--- src/rtl/cfg_port_pkg.sv ---
package cfg_port_pkg;

  localparam logic [2:0] SLAVE_PAR_CODE = 3'b110;

  // Arm decision for a sampled mode code.
  function automatic logic mode_accepts(input logic [2:0] code);
    return code == SLAVE_PAR_CODE;
  endfunction

  // Modulo increment used for pointers and the drain divider.
  function automatic int wrap_inc(input int v, input int lim);
    return (v + 1 >= lim) ? 0 : v + 1;
  endfunction

endpackage

--- src/rtl/cfg_mode_latch.sv ---
module cfg_mode_latch
  import cfg_port_pkg::*;
(
  input  logic       clk,
  input  logic       rst_n,
  input  logic       init_rel,
  input  logic [2:0] mode_sel,
  output logic       armed,
  output logic       init_rise
);

  logic init_q;

  assign init_rise = init_rel & ~init_q;

  always_ff @(posedge clk or negedge rst_n) begin
    if (!rst_n) begin
      init_q <= 1'b0;
      armed  <= 1'b0;
    end else begin
      init_q <= init_rel;
      if (init_rise) armed <= mode_accepts(mode_sel);
    end
  end

endmodule

--- src/rtl/cfg_byte_fifo.sv ---
module cfg_byte_fifo
  import cfg_port_pkg::*;
#(
  parameter int DEPTH = 4,
  parameter int W     = 8
) (
  input  logic         clk,
  input  logic         rst_n,
  input  logic         push,
  input  logic [W-1:0] wdata,
  input  logic         pop,
  output logic [W-1:0] rdata,
  output logic         full,
  output logic         empty
);

  localparam int PW = (DEPTH > 1) ? $clog2(DEPTH) : 1;
  localparam int CW = $clog2(DEPTH + 1);

  logic [W-1:0]  slots [DEPTH];
  logic [PW-1:0] wp, rp;
  logic [CW-1:0] cnt;

  assign full  = (cnt == CW'(DEPTH));
  assign empty = (cnt == '0);
  assign rdata = slots[rp];

  always_ff @(posedge clk or negedge rst_n) begin
    if (!rst_n) begin
      wp  <= '0;
      rp  <= '0;
      cnt <= '0;
    end else begin
      if (push) wp <= PW'(wrap_inc(int'(wp), DEPTH));
      if (pop)  rp <= PW'(wrap_inc(int'(rp), DEPTH));
      case ({push, pop})
        2'b10:   cnt <= cnt + 1'b1;
        2'b01:   cnt <= cnt - 1'b1;
        default: cnt <= cnt;
      endcase
    end
  end

  always_ff @(posedge clk) begin
    if (push) slots[wp] <= wdata;
  end

  AST_FIFO_NO_OVERFLOW: assert property (@(posedge clk) disable iff (!rst_n)
    push |-> !full);
  AST_FIFO_NO_UNDERFLOW: assert property (@(posedge clk) disable iff (!rst_n)
    pop |-> !empty);

endmodule

--- src/rtl/cfg_payload_store.sv ---
module cfg_payload_store
  import cfg_port_pkg::*;
#(
  parameter int P = 16,
  parameter int W = 8
) (
  input  logic         clk,
  input  logic         rst_n,
  input  logic         st_en,
  input  logic [W-1:0] st_data,
  input  logic         rd_req,
  output logic         done,
  output logic         last_store,
  output logic [W-1:0] dout,
  output logic         dout_vld
);

  localparam int SW = $clog2(P + 1);
  localparam int RW = (P > 1) ? $clog2(P) : 1;

  logic [W-1:0]  mem [P];
  logic [SW-1:0] st_cnt;
  logic [RW-1:0] rd_ptr;

  assign last_store = st_en & (st_cnt == SW'(P - 1));

  always_ff @(posedge clk or negedge rst_n) begin
    if (!rst_n) begin
      st_cnt   <= '0;
      done     <= 1'b0;
      rd_ptr   <= '0;
      dout     <= '0;
      dout_vld <= 1'b0;
    end else begin
      if (st_en) st_cnt <= st_cnt + 1'b1;
      if (last_store) done <= 1'b1;
      if (rd_req) begin
        dout     <= mem[rd_ptr];
        dout_vld <= 1'b1;
        rd_ptr   <= RW'(wrap_inc(int'(rd_ptr), P));
      end else begin
        dout     <= '0;
        dout_vld <= 1'b0;
        rd_ptr   <= '0;
      end
    end
  end

  always_ff @(posedge clk) begin
    if (st_en) mem[st_cnt[RW-1:0]] <= st_data;
  end

  AST_DONE_STICKY: assert property (@(posedge clk) disable iff (!rst_n)
    done |=> done);
  AST_DONE_ON_LAST: assert property (@(posedge clk) disable iff (!rst_n)
    $rose(done) |-> $past(last_store));
  AST_NO_STORE_AFTER_DONE: assert property (@(posedge clk) disable iff (!rst_n)
    done |-> !st_en);
  AST_RB_NEEDS_DONE: assert property (@(posedge clk) disable iff (!rst_n)
    dout_vld |-> $past(done));

endmodule

--- src/rtl/cfg_byte_port.sv ---
module cfg_byte_port
  import cfg_port_pkg::*;
#(
  parameter int PAYLOAD_BYTES = 16,
  parameter int DRAIN_DIV     = 2,
  parameter int BUF_DEPTH     = 4,
  parameter int W             = 8
) (
  input  logic         cclk,
  input  logic         prog_n,
  input  logic         init_rel,
  input  logic [2:0]   mode_sel,
  input  logic         keep_alive,
  input  logic         cs_n,
  input  logic         wr_n,
  input  logic [W-1:0] din,
  output logic         busy,
  output logic         done,
  output logic         cs_out_n,
  output logic [W-1:0] dout,
  output logic         dout_vld
);

  localparam int AW = $clog2(PAYLOAD_BYTES + 1);
  localparam int DW = (DRAIN_DIV > 1) ? $clog2(DRAIN_DIV) : 1;

  // Named internal events
  logic          armed, init_rise;
  logic          buf_full, buf_empty;
  logic [W-1:0]  buf_head;
  logic          all_taken, wr_accept, drain_tick, drain_pop, rd_req;
  logic          last_store;
  logic [AW-1:0] acc_cnt;
  logic [DW-1:0] div_cnt;

  cfg_mode_latch u_mode (
    .clk       (cclk),
    .rst_n     (prog_n),
    .init_rel  (init_rel),
    .mode_sel  (mode_sel),
    .armed     (armed),
    .init_rise (init_rise)
  );

  assign all_taken  = (acc_cnt == AW'(PAYLOAD_BYTES));
  assign busy       = armed & ~done & (buf_full | all_taken);
  assign wr_accept  = armed & ~done & ~cs_n & ~wr_n & ~busy;
  assign drain_tick = armed & (div_cnt == DW'(DRAIN_DIV - 1));
  assign drain_pop  = drain_tick & ~buf_empty & ~done;
  assign rd_req     = keep_alive & done & ~cs_n & wr_n;
  assign cs_out_n   = ~done;

  always_ff @(posedge cclk or negedge prog_n) begin
    if (!prog_n) begin
      acc_cnt <= '0;
      div_cnt <= '0;
    end else begin
      if (wr_accept) acc_cnt <= acc_cnt + 1'b1;
      if (!armed) div_cnt <= '0;
      else        div_cnt <= DW'(wrap_inc(int'(div_cnt), DRAIN_DIV));
    end
  end

  cfg_byte_fifo #(.DEPTH(BUF_DEPTH), .W(W)) u_buf (
    .clk   (cclk),
    .rst_n (prog_n),
    .push  (wr_accept),
    .wdata (din),
    .pop   (drain_pop),
    .rdata (buf_head),
    .full  (buf_full),
    .empty (buf_empty)
  );

  cfg_payload_store #(.P(PAYLOAD_BYTES), .W(W)) u_store (
    .clk        (cclk),
    .rst_n      (prog_n),
    .st_en      (drain_pop),
    .st_data    (buf_head),
    .rd_req     (rd_req),
    .done       (done),
    .last_store (last_store),
    .dout       (dout),
    .dout_vld   (dout_vld)
  );

  AST_ARM_ONLY_ON_INIT: assert property (@(posedge cclk) disable iff (!prog_n)
    (armed != $past(armed)) |-> $past(init_rise));
  AST_IDLE_UNARMED: assert property (@(posedge cclk) disable iff (!prog_n)
    !armed |-> !busy);
  AST_ACCEPT_CAP: assert property (@(posedge cclk) disable iff (!prog_n)
    wr_accept |-> (acc_cnt < AW'(PAYLOAD_BYTES)));
  AST_NO_READ_WITHOUT_KEEP: assert property (@(posedge cclk) disable iff (!prog_n)
    dout_vld |-> $past(keep_alive));
  AST_HANDOFF_DRIVEN: assert property (@(posedge cclk) disable iff (!prog_n)
    !$isunknown(cs_out_n));

endmodule

--- config.mk ---
export PLATFORM = sky130hd
export DESIGN_NAME = cfg_byte_port
export DESIGN_NICKNAME = d
export VERILOG_FILES = /design/src/rtl/cfg_port_pkg.sv /design/src/rtl/cfg_mode_latch.sv /design/src/rtl/cfg_byte_fifo.sv /design/src/rtl/cfg_payload_store.sv /design/src/rtl/cfg_byte_port.sv
export SDC_FILE = /design/constraint.sdc
export NUM_CORES = 1
export LEC_CHECK = 0
export BUFFER_PORTS_ARGS = -buffer_cell sky130_fd_sc_hd__buf_2
export CORE_MARGIN = 4
export CORE_UTILIZATION = 55
export CTS_CLUSTER_DIAMETER = 150
export CTS_CLUSTER_SIZE = 25
export DETAILED_ROUTE_END_ITERATION = 8
export PLACE_DENSITY = 0.75
export SYNTH_ARGS = -nofsm -noshare
export SYNTH_HDL_FRONTEND = slang
export SYNTH_SLANG_ARGS = --single-unit
--- constraint.sdc ---
create_clock -name cclk -period 2.1 [get_ports cclk]
set_input_delay 0.42 -clock cclk [delete_from_list [all_inputs] [get_ports cclk]]
set_output_delay 0.42 -clock cclk [all_outputs]
set_load 0.01 [all_outputs]
# Yosys cells after proc, flatten, opt, wreduce, memory -nomap -nowiden
# Memories as Yosys holds them, arrays and structs flattened.
# Index checks and enable logic that the tools add are counted.
[op_classes]
add_sub_neg = 8
multipliers = 0
div_mod_pow = 0
n_lt_le_gt_ge = 4
eq_ne = 6
shifts = 0
mux = 13
bitwise_logic = 20
n_reduce_logical = 2
[op_table]
columns = ["cell", "n"]
rows = [
  ["$and A1 B1 Y1", 13],
  ["$add A5 B1 Y5 const B", 2],
  ["$mux W4", 2],
  ["$mux W8", 1],
  ["$mux W1", 7],
  ["$add A2 B1 Y3 const B", 2],
  ["$eq A3 B3 Y1 const B", 2],
  ["$ge A3 B3 Y1 const B", 2],
  ["$not A1 Y1", 6],
  ["$pmux W3 S2", 1],
  ["$add A4 B1 Y5 const B", 1],
  ["$eq A5 B4 Y1 const B", 1],
  ["$eq A5 B5 Y1 const B", 1],
  ["$ge A5 B5 Y1 const B", 1],
  ["$mux W2", 2],
  ["$add A3 B1 Y3 const B", 1],
  ["$logic_not A3 Y1", 1],
  ["$sub A3 B1 Y3 const B", 1],
  ["$add A1 B1 Y2 const B", 1],
  ["$eq A2 B1 Y1 const B", 1],
  ["$eq A2 B2 Y1 const B", 1],
  ["$ge A2 B2 Y1 const B", 1],
  ["$reduce_bool A2 Y1", 1],
  ["$or A1 B1 Y1", 1],
]
[word_totals]
regBits = 34
latch_bits = 0
mem_bits_rw = 160
rom_bits = 0
input_bits = 17
out_inout_bits = 12
word_cells = 67
memories = 2
[mem_list]
columns = ["name", "words", "width", "rd", "rd_clocked_by_memory_dff", "wr", "line", "rtl"]
rows = [
  ["u_store.mem", 16, 8, 1, 0, 1, "cfg_payload_store.sv:21", "logic [W-1:0] mem [P];"],
  ["u_buf.slots", 4, 8, 1, 0, 1, "cfg_byte_fifo.sv:20", "logic [W-1:0] slots [DEPTH];"],
]

# Longest topological paths before layout
# Gate-level depths: netlist of the first run.
[logic_depth]
word_depth = 7
mapped_depth = 12
ltp_nobuf = 11

# Modules after synthesis
# From an unflattened synthesis of the first run, not the netlist that was laid out.
[hier_totals]
hier_cells = 450
area_unflattened_um2 = 7840.0
[modules_own_cells]
columns = ["mod", "n_inst", "cells_each", "area_each_um2", "seq_area_each_um2"]
rows = [
  ["cfg_payload_store", 1, 336, 5808.1, 4319.1],
  ["cfg_byte_fifo", 1, 80, 1572.8, 1136.1],
  ["cfg_byte_port", 1, 29, 371.6, 150.1],
  ["cfg_mode_latch", 1, 5, 87.6, 50.0],
]

# Worst setup path before layout of the first run
# OpenSTA, ideal clock, no wires.
[synth_path]
path_kind = "register to register"
from = "reg u_store.done"
to = "reg u_buf.cnt[2]"
setup_time_ns = 0.127
arrival_time_ns = 2.197
t_required_ns = 1.973
path_slack_ns = -0.224
path_stages_with_launch = 11
n_path_buf = 1
synth_period_minus_slack_ns = 2.324
path_cell_list = "dfrtp_1 -> or4b_4 -> a221oi_4 -> buf_6 -> inv_1 -> ha_1 -> inv_1 -> fa_1 -> xor2_1 -> nor2_1 -> xor2_1"
[synth_via]
elab_chain_cells = 7
word_cells_on_any_way = 12
classes_between = "eq/ne (2); mux (1); bitwise (8); reduce/logical (1)"
[synth_rtl]
columns = ["element", "line", "rtl"]
rows = [
  ["start, declared", "cfg_payload_store.sv:12", "output logic done,"],
  ["start signal, assigned", "cfg_payload_store.sv:30", "done <= 1'b0;"],
  ["start signal, assigned", "cfg_payload_store.sv:36", "if (last_store) done <= 1'b1;"],
  ["$not A1 Y1 *", "cfg_byte_port.sv:46, cfg_byte_port.sv:47, cfg_byte_port.sv:49", ""],
  ["$and A1 B1 Y1", "cfg_byte_port.sv:46, cfg_byte_port.sv:47", ""],
  ["$and A1 B1 Y1, on equally long branches", "cfg_byte_port.sv:47, cfg_byte_port.sv:46", ""],
  ["$and A1 B1 Y1 / $not A1 Y1 (equally long branches)", "cfg_byte_port.sv:47", "assign wr_accept = armed & ~done & ~cs_n & ~wr_n & ~busy;"],
  ["$and A1 B1 Y1", "cfg_byte_port.sv:47", ""],
  ["$eq A2 B1 Y1 / $eq A2 B2 Y1 (equally long branches)", "cfg_byte_fifo.sv:36", "case ({push, pop})"],
  ["$pmux W3 S2 / $reduce_bool A2 Y1 (equally long branches)", "--", ""],
  ["end signal, assigned", "cfg_byte_fifo.sv:37", "2'b10: cnt <= cnt + 1'b1;"],
  ["end signal, assigned", "cfg_byte_fifo.sv:38", "2'b01: cnt <= cnt - 1'b1;"],
  ["end signal, assigned", "cfg_byte_fifo.sv:39", "default: cnt <= cnt;"],
  ["end, declared", "cfg_byte_fifo.sv:22", "logic [CW-1:0] cnt;"],
]
# Every way passes the cells marked *; elsewhere a longest branch is shown, timed or not.
# A chain may end at the register's enable or synchronous reset.

# Worst setup path after layout of the first run
# Same ends and word-level chain as after synthesis.

==> flow_summary_export.csv, run 1 <==
group,metric,value,unit
final_layout,filler_cell_count,881,
yosys,synth_seq_cells,194,
floorplan,die_outline_width,126,um
sta,min_period,2.05,ns
outcome,run_status,"finished clean",
clock_tree,path_clk_slew,0.07,ns
worst_setup_path,required,2.41,ns
pwr,power-per-cell-area,948,nW/um2
grt,number_of_antenna_violations_at_the_first_check_in_global_routing,0,
grt,grt_first_pass_wirelength,21600,um
final_layout,final_core_utilization,65.9,%
clock_tree,number_of_sinks_on_the_clock_net,194,
drt,detailroute.via_count,3720,
placed_design,io_buffers,28,
clock_tree,cts_buffer_depth,2,
floorplan,dieHeight,126,um
clock_tree,tritoncts.num_buffers,17,
placed_design,place_hpwl,8860,um
yosys,yosysWarningCount,0,
worst_setup_path,timing.critical_path.cells,"or4b_4 -> a221oi_4 -> inv_2 -> ha_4 -> inv_2 -> fa_2 -> xor2_1 -> nor2_1 -> xor2_1",
drt,drt_iter0_drcs,426,
drt,detail_route.drc_violations,0,
worst_setup_path,worst-setup-path-type,"flip-flop to flip-flop",
sta,finalCritPeriodShare,97.6,%
run,drv_cap,0,
yosys,ys_types,39,
pwr,combinational_group_share_of_total_power,8.7,%
final_layout,multi_input_comb_area,1860,um2
clock_tree,ctsRootBufferMaster,"clkbuf_16",
clock_tree,htree_levels,4,
floorplan,io-pin-count,29,
floorplan,rows,42,
final_layout,layoutNonFillerInstCount,656,
yosys,syn_avg_cell_area,19.1,um2
sta,clock_skew,0.0126,ns
sta,fmax,0.488,GHz
grt,via_count_of_the_first_global_routing_pass,3897,
placed_design,post-place-ws,-0.154,ns
drt,first_pass_iters,4,
worst_setup_path,critical_path.endpoint_type,"flip-flop",
floorplan,initial_core_util,57.0,%
sta,slew_headroom,51.9,%
sta,setup-violations-final,0,
clock_tree,tritoncts,"done",
yosys,postSynthNetCount,432,
floorplan,dieArea,15800,um2
worst_setup_path,crit_arrival,2.36,ns
final_layout,layout.nets,499,
yosys,post-synth-top-area-cell,"edfxtp_1",
grt,track_usage,18.2,%
worst_hold_path,worstHoldPathType,"input port to flip-flop",
pwr,cellLeakagePower,3.06,nW
sta,rsz_0062_raised_after_global_routing,"yes",
yosys,netlist.area_leader.share,62.9,%
worst_setup_path,cpMaxStageDelayCell,"or4b_4",
drt,route.antenna.remaining_nets,0,
sta,setup_tns,0,ns
placed_design,gpl.final_weighted_congestion,0.845,
yosys,top_area_cells_in_the_synthesized_netlist,"edfxtp_1 (63%), mux4_2 (11%), dfrtp_1 (11%)",
grt,global_route_congestion_overflow_total,0,
pwr,power.ir.vdd_worst,0.000639,V
pwr,netSwitchingFraction,24.3,%
sta,finalHoldViolations,0,
worst_setup_path,cp-start-kind,"flip-flop",
worst_setup_path,cp_max_fo,2,
worst_setup_path,worst_path_largest_cell_delay,0.50,ns
yosys,mappedNetlistArea,7640,um2
pwr,intPower,6.34,mW
pwr,p_switching,2.03,mW
final_layout,diodes,0,
placed_design,place.detailed.instances,621,
yosys,proportion_of_synthesized_chip_area_in_sequential_cells,74.0,%
yosys,synthesis.instances,400,
drt,wirelength,13300,um
final_layout,regArea,5660,um2
final_layout,synthToLayoutAreaGrowth,15.6,%
final_layout,post_route_cells_drive_above_1_share,31.7,%
worst_setup_path,reg2reg_slack,0.05,ns
sta,finalWorstSetupSlack,0.0495,ns
floorplan,core,13400,um2
sta,maxSlewViolCount,0,
sta,slew_worst_pin,0.716,ns
clock_tree,clk_latency,0.43,ns
drt,route.detailed.vias_per_inst,5.67,
pwr,p_seq_share,55.8,%
drt,post_drt_wl_per_cell,20.3,um
pwr,clkPwrFrac,35.5,%
grt,grt_max_degree,37,
## power groups by stage
| stage | Clock (mW) | Sequential [mW] | Combinational [mW] |
|---|---|---|---|
| after floorplan | 0 | 4.68 | 0.534 |
| after global placement | 0 | 4.75 | 0.669 |
| after detailed placement | 0 | 4.76 | 0.726 |
| after CTS | 3.02 | 4.68 | 0.730 |
| after global routing | 3.21 | 4.70 | 0.826 |
| final | 2.97 | 4.67 | 0.731 |
## synth_stat cells
library cell,n
nor2b_1,1
ha_1,14
edfxtp_1,160
nand4_1,3
fa_1,1
a221oi_4,1
mux4_2,38
a22oi_1,7
mux2i_1,11
xor2_1,2
and2_2,2
or3_1,1
mux2_2,4
nand3_1,2
or4b_4,1
o31ai_1,1
and3_1,2
o22ai_1,1
o21ai_0,13
o311ai_0,1
xnor2_1,9
buf_4,3
buf_1,2
a21oi_1,2
nor3b_1,1
inv_1,14
clkbuf_1,8
buf_2,4
and2_1,4
nor3_1,6
nand4b_1,2
nand2_1,18
and4bb_4,1
nand2b_1,4
nor2_1,19
buf_6,1
o2111ai_1,1
dfrtp_1,34
a311oi_1,1
## area by class of cell
| cell class | instances | area share, % |
|---|---|---|
| tap | 176 | 2.49 |
| clock buffer | 18 | 4.86 |
| clock inverter | 14 | 1.36 |
| sequential | 194 | 64.0 |
| multi-input combinational | 174 | 21.1 |
| timing repair buffer | 66 | 5.55 |
| inverter | 14 | 0.595 |
## layer usage
layer	up-vias	wire length, um	GRT usage, %	part of all wire (%)
li1	1698	-	-	-
met1	1903	5520	24.6	41
met2	110	6900	29.8	52
met3	9	803	4.11	6.0
met4	0	112	6.25	0.84
met5	-	0	0	0
## cell usage in the layout, fill, tap and decap left out, types with 6 or more instances in the layout
cell and instances:
nand2_1 18, a22oi_1 7, dfrtp_1 33, mux2i_1 11, clkbuf_16 17, buf_4 32, edfxtp_1 160, xnor2_1 9
inv_1 11, buf_2 28, o21ai_0 12, ha_1 13, nor2_1 19, nor3_1 6, mux4_2 38
## path summary, 6_finish.rpt
path,startpoint,to,cells past startpoint
max reg2reg,u_store.done,u_buf.cnt[2],9
max in group asynchronous,prog_n,u_buf.cnt[1],3
max,u_store.done,u_buf.cnt[2],9
min,init_rel,u_mode.init_q,1
min in group asynchronous,prog_n,u_store.st_cnt[1],2
min reg2reg,div_cnt,div_cnt,1
## cells by family after synthesis
logic type,share of synthesized area [%]
and+or+nand+nor,4.49
DFF,74.0
AOI/OAI and AO/OA,2.54
buffers and inverters,1.88
adders and majority gates,2.56
xor gates and xnor gates,1.26
muxes,13.2
## through the flow
stage | area (um2) | hold WS [ns] | power [mW]
after CTS | 8810 | 0.0941 | 8.43
after global routing | 8830 | 0.101 | 8.74
after global placement | 8250 | 0.385 | 5.42
final | 8830 | 0.111 | 8.38
after floorplan | 7650 | 0.124 | 5.21
after detailed placement | 8250 | 0.399 | 5.48
## sequential cells by signal, summed over array words and instances (netlist names)
name / count
u_buf.wp: 2
div_cnt: 1
u_buf.slots: 32
acc_cnt: 5
u_store.rd_ptr: 4
u_store.st_cnt: 5
u_buf.rp: 2
u_store.mem: 128
u_mode.init_q: 1
u_buf.cnt: 3
u_store.dout: 8
u_store.done: 1
u_mode.armed: 1
u_store.dout_vld: 1
## critical path, delay by kind of cell, from the launching register on
kind	cells	cell delay [ns]
flops	1	0.38
compound gates	1	0.22
xor+xnor	2	0.29
buf+inv	2	0.12
fa+ha+maj	2	0.35
simple gates	2	0.56
## what timing repair did
item / in CTS / in global routing
setup endpoints to repair: 1 / 3
resized for setup: 1 / 5
setup buffers: 0 / 2
hold buffers: 1 / 0
pin swaps: 0 / 2
hold endpoints to repair: 17 / 0
(Power assumes the default switching activity.)
==> inputs of run 2 (changes only) <==
BUFFER_PORTS_ARGS = -buffer_cell sky130_fd_sc_hd__buf_4   (was -buffer_cell sky130_fd_sc_hd__buf_2)
SKIP_LAST_GASP = 1   (was default)
SLEW_MARGIN = 20   (was default)
==> flow_summary_export.csv, run 2 (synthesis results as in run 1) <==
group,metric,value,unit
outcome,run_status,"finished clean",
sta,fmax,0.488,GHz
final_layout,filler_cell_count,888,
placed_design,gpl.final_weighted_congestion,0.792,
worst_setup_path,critical_path.reg2reg.startpoint,"u_store.done",
worst_setup_path,reg2reg_slack,0.05,ns
final_layout,largest_register_ffs,128,
floorplan,rows,42,
worst_setup_path,timing.critical_path.max_delay_family,"simple AND/OR/NAND/NOR gates",
run,drv_cap,0,
clock_tree,tritoncts.num_buffers,17,
drt,first_pass_iters,5,
final_layout,final_common_cell,"edfxtp_1",
drt,drt_iter0_drcs,464,
floorplan,dieArea,15800,um2
sta,rsz_0062_raised_after_global_routing,"yes",
worst_setup_path,timing.critical_path.cells,"or4b_4 -> a221oi_4 -> inv_2 -> ha_4 -> inv_2 -> fa_2 -> xor2_1 -> nor2_1 -> xor2_1",
sta,clock_skew,0.00645,ns
sta,finalCritPeriodShare,97.5,%
worst_setup_path,cpMaxStageDelayCell,"or4b_4",
worst_hold_path,worstHoldPathType,"input port to flip-flop",
sta,min_period,2.05,ns
drt,detail_route.drc_violations,0,
floorplan,die_outline_width,126,um
sta,setup-violations-final,0,
floorplan,initial_core_util,57.0,%
sta,maxSlewViolCount,0,
grt,number_of_antenna_violations_at_the_first_check_in_global_routing,0,
clock_tree,htree_levels,4,
final_layout,post_route_cells_drive_above_1_share,30.1,%
grt,grt_max_degree,35,
clock_tree,cts_buffer_depth,2,
sta,slew_headroom,59.1,%
clock_tree,ctsRootBufferMaster,"clkbuf_16",
clock_tree,tritoncts,"done",
clock_tree,number_of_sinks_on_the_clock_net,194,
worst_hold_path,worstHoldStart,"init_rel",
placed_design,io_buffers,28,
floorplan,dieHeight,126,um
clock_tree,path_clk_slew,0.06,ns
final_layout,synthToLayoutAreaGrowth,16.4,%
grt,via_count_of_the_first_global_routing_pass,3970,
floorplan,core,13400,um2
grt,grt_first_pass_wirelength,22500,um
drt,wirelength,14000,um
drt,route.antenna.remaining_nets,0,
worst_setup_path,origin_of_the_worst_setup_path,"u_store.done",
worst_setup_path,crit_arrival,2.35,ns
sta,hold_slack,0.111,ns
pwr,cellLeakagePower,3.07,nW
sta,finalHoldViolations,0,
worst_setup_path,critical_path.endpoint_type,"flip-flop",
clock_tree,clk_latency,0.43,ns
drt,detailroute.via_count,3848,
worst_setup_path,worst_path_largest_cell_delay,0.49,ns
final_layout,diodes,0,
final_layout,most-common-layout-cells,"edfxtp_1 (160), buf_4 (60), mux4_2 (38)",
pwr,power.ir.vdd_worst,0.000517,V
final_layout,final_core_utilization,66.4,%
sta,slew_worst_pin,0.609,ns
worst_setup_path,worstPathBufferInverterCount,2,
grt,track_usage,19.1,%
grt,global_route_congestion_overflow_total,0,
pwr,p_total,8.46,mW
worst_setup_path,cp-start-kind,"flip-flop",
worst_setup_path,cp_max_fo,2,
final_layout,layout.nets,498,
worst_setup_path,worst-setup-path-type,"flip-flop to flip-flop",
floorplan,io-pin-count,29,
pwr,power-per-cell-area,952,nW/um2
placed_design,place_hpwl,9280,um
drt,route.detailed.vias_per_inst,5.87,
worst_setup_path,required,2.40,ns
drt,post_drt_wl_per_cell,21.4,um
[run 2: path summary, 6_finish.rpt]
kind | to | cells after the start
worst max-delay path | u_buf.cnt[2] | 9
worst min-delay path | u_mode.init_q | 1
worst max register to register | u_buf.cnt[2] | 9
worst min register to register | div_cnt | 1
max in group asynchronous | u_store.rd_ptr[0] | 2
min in group asynchronous | u_store.rd_ptr[2] | 2
[run 2: power by group]
| group | total [mW] | switching (mW) | internal [mW] |
|---|---|---|---|
| clock network | 3.04 | 1.29 | 1.75 |
| registers | 4.67 | 0.164 | 4.51 |
| logic | 0.751 | 0.461 | 0.290 |
[run 2: area by class of cell]
cell class	instances	area, um2	share of cell area (%)
Sequential cell	194	5660	63.6
Timing Repair Buffer	65	541	6.08
Inverter	14	52.6	0.591
Clock inverter	10	111	1.25
Clock buffer	22	444	5.00
Multi-Input combinational cell	174	1870	21.0
Tap cell	176	220	2.48
[run 2: per-stage QoR]
| step | setup WS, ns | cell area (um2) | setup TNS (ns) | std cells |
|---|---|---|---|---|
| after global routing | -0.0383 | 8890 | -0.0532 | 655 |
| after CTS | 0.00397 | 8870 | 0 | 653 |
| after global placement | -0.113 | 8300 | -1.13 | 620 |
| after detailed placement | -0.152 | 8300 | -1.75 | 620 |
| after floorplan | -0.153 | 7650 | -1.00 | 400 |
| final | 0.0524 | 8890 | 0 | 655 |
[run 2: metal layers]
metal,GRT usage (%),vias to the layer above,share of wire [%]
met1,24.9,1995,41
li1,-,1699,-
met3,5.88,20,6.2
met5,0,-,0
met4,6.12,0,1.6
met2,31.3,134,51
[run 2: worst reg2reg max path: cells and delay by family, from the launching register on]
kind / cells / cell delay [ns]
compound gates: 1 / 0.23
xor+xnor: 2 / 0.29
fa+ha+maj: 2 / 0.35
buf+inv: 2 / 0.12
flops: 1 / 0.38
simple gates: 2 / 0.55
[run 2: repair_timing]
action / 4_1_cts / 5_1_grt
hold endpoints to repair: 34 / 0
pin swaps: 0 / 3
resized for setup: 1 / 2
setup buffers: 0 / 2
hold buffers: 1 / 0
endpoints found under the setup margin: 1 / 3
==> inputs of run 3 (changes only) <==
BUFFER_PORTS_ARGS = -buffer_cell sky130_fd_sc_hd__buf_2   (was -buffer_cell sky130_fd_sc_hd__buf_4)
==> flow_summary_export.csv, run 3 (synthesis results as in run 1) <==
group,metric,value,unit
outcome,run_status,"finished clean",
sta,fmax,0.488,GHz
placed_design,place_hpwl,8860,um
worst_setup_path,worst_r2r_endpoint,"u_buf.cnt[2]",
worst_hold_path,worstHoldStart,"init_rel",
final_layout,final_common_cell,"edfxtp_1",
drt,first_pass_iters,5,
sta,hold_slack,0.116,ns
floorplan,rows,42,
sta,finalWorstSetupSlack,0.0505,ns
grt,grt_max_degree,37,
sta,setup-violations-final,0,
worst_setup_path,critical_path.reg2reg.startpoint,"u_store.done",
clock_tree,number_of_sinks_on_the_clock_net,194,
sta,finalHoldViolations,0,
sta,maxSlewViolCount,0,
worst_setup_path,worst-setup-path-type,"flip-flop to flip-flop",
grt,global_route_congestion_overflow_total,0,
drt,detailroute.via_count,3745,
worst_setup_path,timing.critical_path.max_delay_family,"simple AND/OR/NAND/NOR gates",
worst_setup_path,cp_max_fo,2,
floorplan,core,13400,um2
placed_design,io_buffers,28,
clock_tree,ctsRootBufferMaster,"clkbuf_16",
worst_setup_path,reg2reg_slack,0.05,ns
clock_tree,path_clk_slew,0.07,ns
drt,post_drt_wl_per_cell,20.3,um
grt,via_count_of_the_first_global_routing_pass,3897,
pwr,cellLeakagePower,3.05,nW
run,drv_cap,0,
worst_setup_path,required,2.40,ns
final_layout,diodes,0,
worst_setup_path,reg2regPathDepth,9,
final_layout,layout.nets,499,
drt,detail_route.drc_violations,0,
sta,finalCritPeriodShare,97.6,%
clock_tree,clk_latency,0.43,ns
grt,number_of_antenna_violations_at_the_first_check_in_global_routing,0,
final_layout,filler_cell_count,880,
worst_hold_path,hold_end,"u_mode.init_q",
clock_tree,htree_levels,4,
worst_hold_path,worstHoldPathType,"input port to flip-flop",
worst_setup_path,worst_path_largest_cell_delay,0.50,ns
final_layout,largest_register_ffs,128,
grt,grt_first_pass_wirelength,21600,um
floorplan,io-pin-count,29,
sta,clock_skew,0.00855,ns
drt,drt_iter0_drcs,425,
final_layout,synthToLayoutAreaGrowth,15.5,%
placed_design,post-place-ws,-0.154,ns
worst_hold_path,worst_hold_path.num_cells,1,
drt,route.antenna.remaining_nets,0,
worst_setup_path,cpMaxStageDelayCell,"or4b_4",
clock_tree,tritoncts,"done",
drt,route.detailed.vias_per_inst,5.71,
sta,rsz_0062_raised_after_global_routing,"yes",
placed_design,gpl.final_weighted_congestion,0.845,
sta,slew_headroom,52.4,%
worst_setup_path,crit_arrival,2.35,ns
worst_setup_path,timing.critical_path.cells,"or4b_4 -> a221oi_4 -> inv_2 -> ha_4 -> inv_2 -> fa_2 -> xor2_1 -> nor2_1 -> xor2_1",
drt,wirelength,13300,um
final_layout,post_route_cells_drive_above_1_share,31.3,%
floorplan,initial_core_util,57.0,%
final_layout,most-common-layout-cells,"edfxtp_1 (160), mux4_2 (38), dfrtp_1 (33)",
clock_tree,cts_buffer_depth,2,
floorplan,die_outline_width,126,um
worst_setup_path,critical_path.endpoint_type,"flip-flop",
worst_setup_path,worstPathBufferInverterCount,2,
sta,min_period,2.05,ns
floorplan,dieArea,15800,um2
pwr,power-per-cell-area,948,nW/um2
pwr,power.ir.vdd_worst,0.000639,V
clock_tree,tritoncts.num_buffers,17,
worst_setup_path,cp-start-kind,"flip-flop",
grt,track_usage,18.2,%
sta,slew_worst_pin,0.708,ns
floorplan,dieHeight,126,um
## run 3: cell count changes in the layout (fill, tap and decap cells not counted), sizes merged
cell / before / now
inv: 14 / 21
clkbuf: 22 / 18
buf: 64 / 65
clkinv: 7 / 4
bufinv: 2 / 0
clkinvlp: 1 / 3
## run 3: metrics by stage
step / total power [mW] / utilization, % / area [um2] / setup TNS [ns] / instances
floorplan: 5.21 / - / 7650 / -1.00 / 400
global placement: 5.42 / 61.6 / 8250 / -0.881 / 621
detailed placement: 5.48 / 61.6 / 8250 / -1.98 / 621
CTS: 8.43 / 65.8 / 8810 / 0 / 654
global route: 8.73 / 65.9 / 8830 / -0.361 / 656
finish: 8.37 / 65.9 / 8830 / 0 / 656
## run 3: where the power goes
part | internal, mW | switching, mW
registers | 4.51 | 0.162
logic | 0.280 | 0.441
clock network | 1.55 | 1.42
total | 6.34 | 2.03
## run 3: how the worst max path moves through the flow
| stage | from | end | slack (ns) | depth (start not counted) |
|---|---|---|---|---|
| 3_3_place_gp | wr_n | u_buf.cnt[2] | -0.11 | 10 |
| 5_1_grt | u_store.done | u_buf.cnt[2] | -0.07 | 9 |
| 4_1_cts | acc_cnt[0] | busy | 0.02 | 6 |
| 6_report | u_store.done | u_buf.cnt[2] | 0.05 | 9 |
| 2_1_floorplan | wr_n | u_buf.cnt[2] | -0.15 | 10 |
| 3_5_place_dp | wr_n | u_buf.cnt[2] | -0.15 | 10 |
## run 3: cell type report
class | instances | area, um2 | area share, %
Sequential cell | 194 | 5660 | 64.1
Multi-Input combinational cell | 174 | 1860 | 21.0
Timing Repair Buffer | 66 | 490 | 5.56
Clock buffer | 18 | 429 | 4.86
Tap cell | 176 | 220 | 2.50
Clock inverter | 14 | 120 | 1.36
Inverter | 14 | 52.6 | 0.595
## run 3: per-layer routing
metal	wire (um)	track usage [%]	up-vias	share of wire (%)
met5	0	0	-	0
met4	229	6.25	0	1.7
met3	690	4.11	21	5.2
met2	6830	29.8	97	51
met1	5590	24.6	1927	42
li1	-	-	1700	-
## run 3: timing repair
item                                   4_1_cts  5_1_grt
setup endpoints to repair                    1        3
pin swaps                                    0        2
setup buffers                                0        2
gates resized for setup                      1        1
endpoints found under the hold margin       17        0
hold buffers                                 1        0
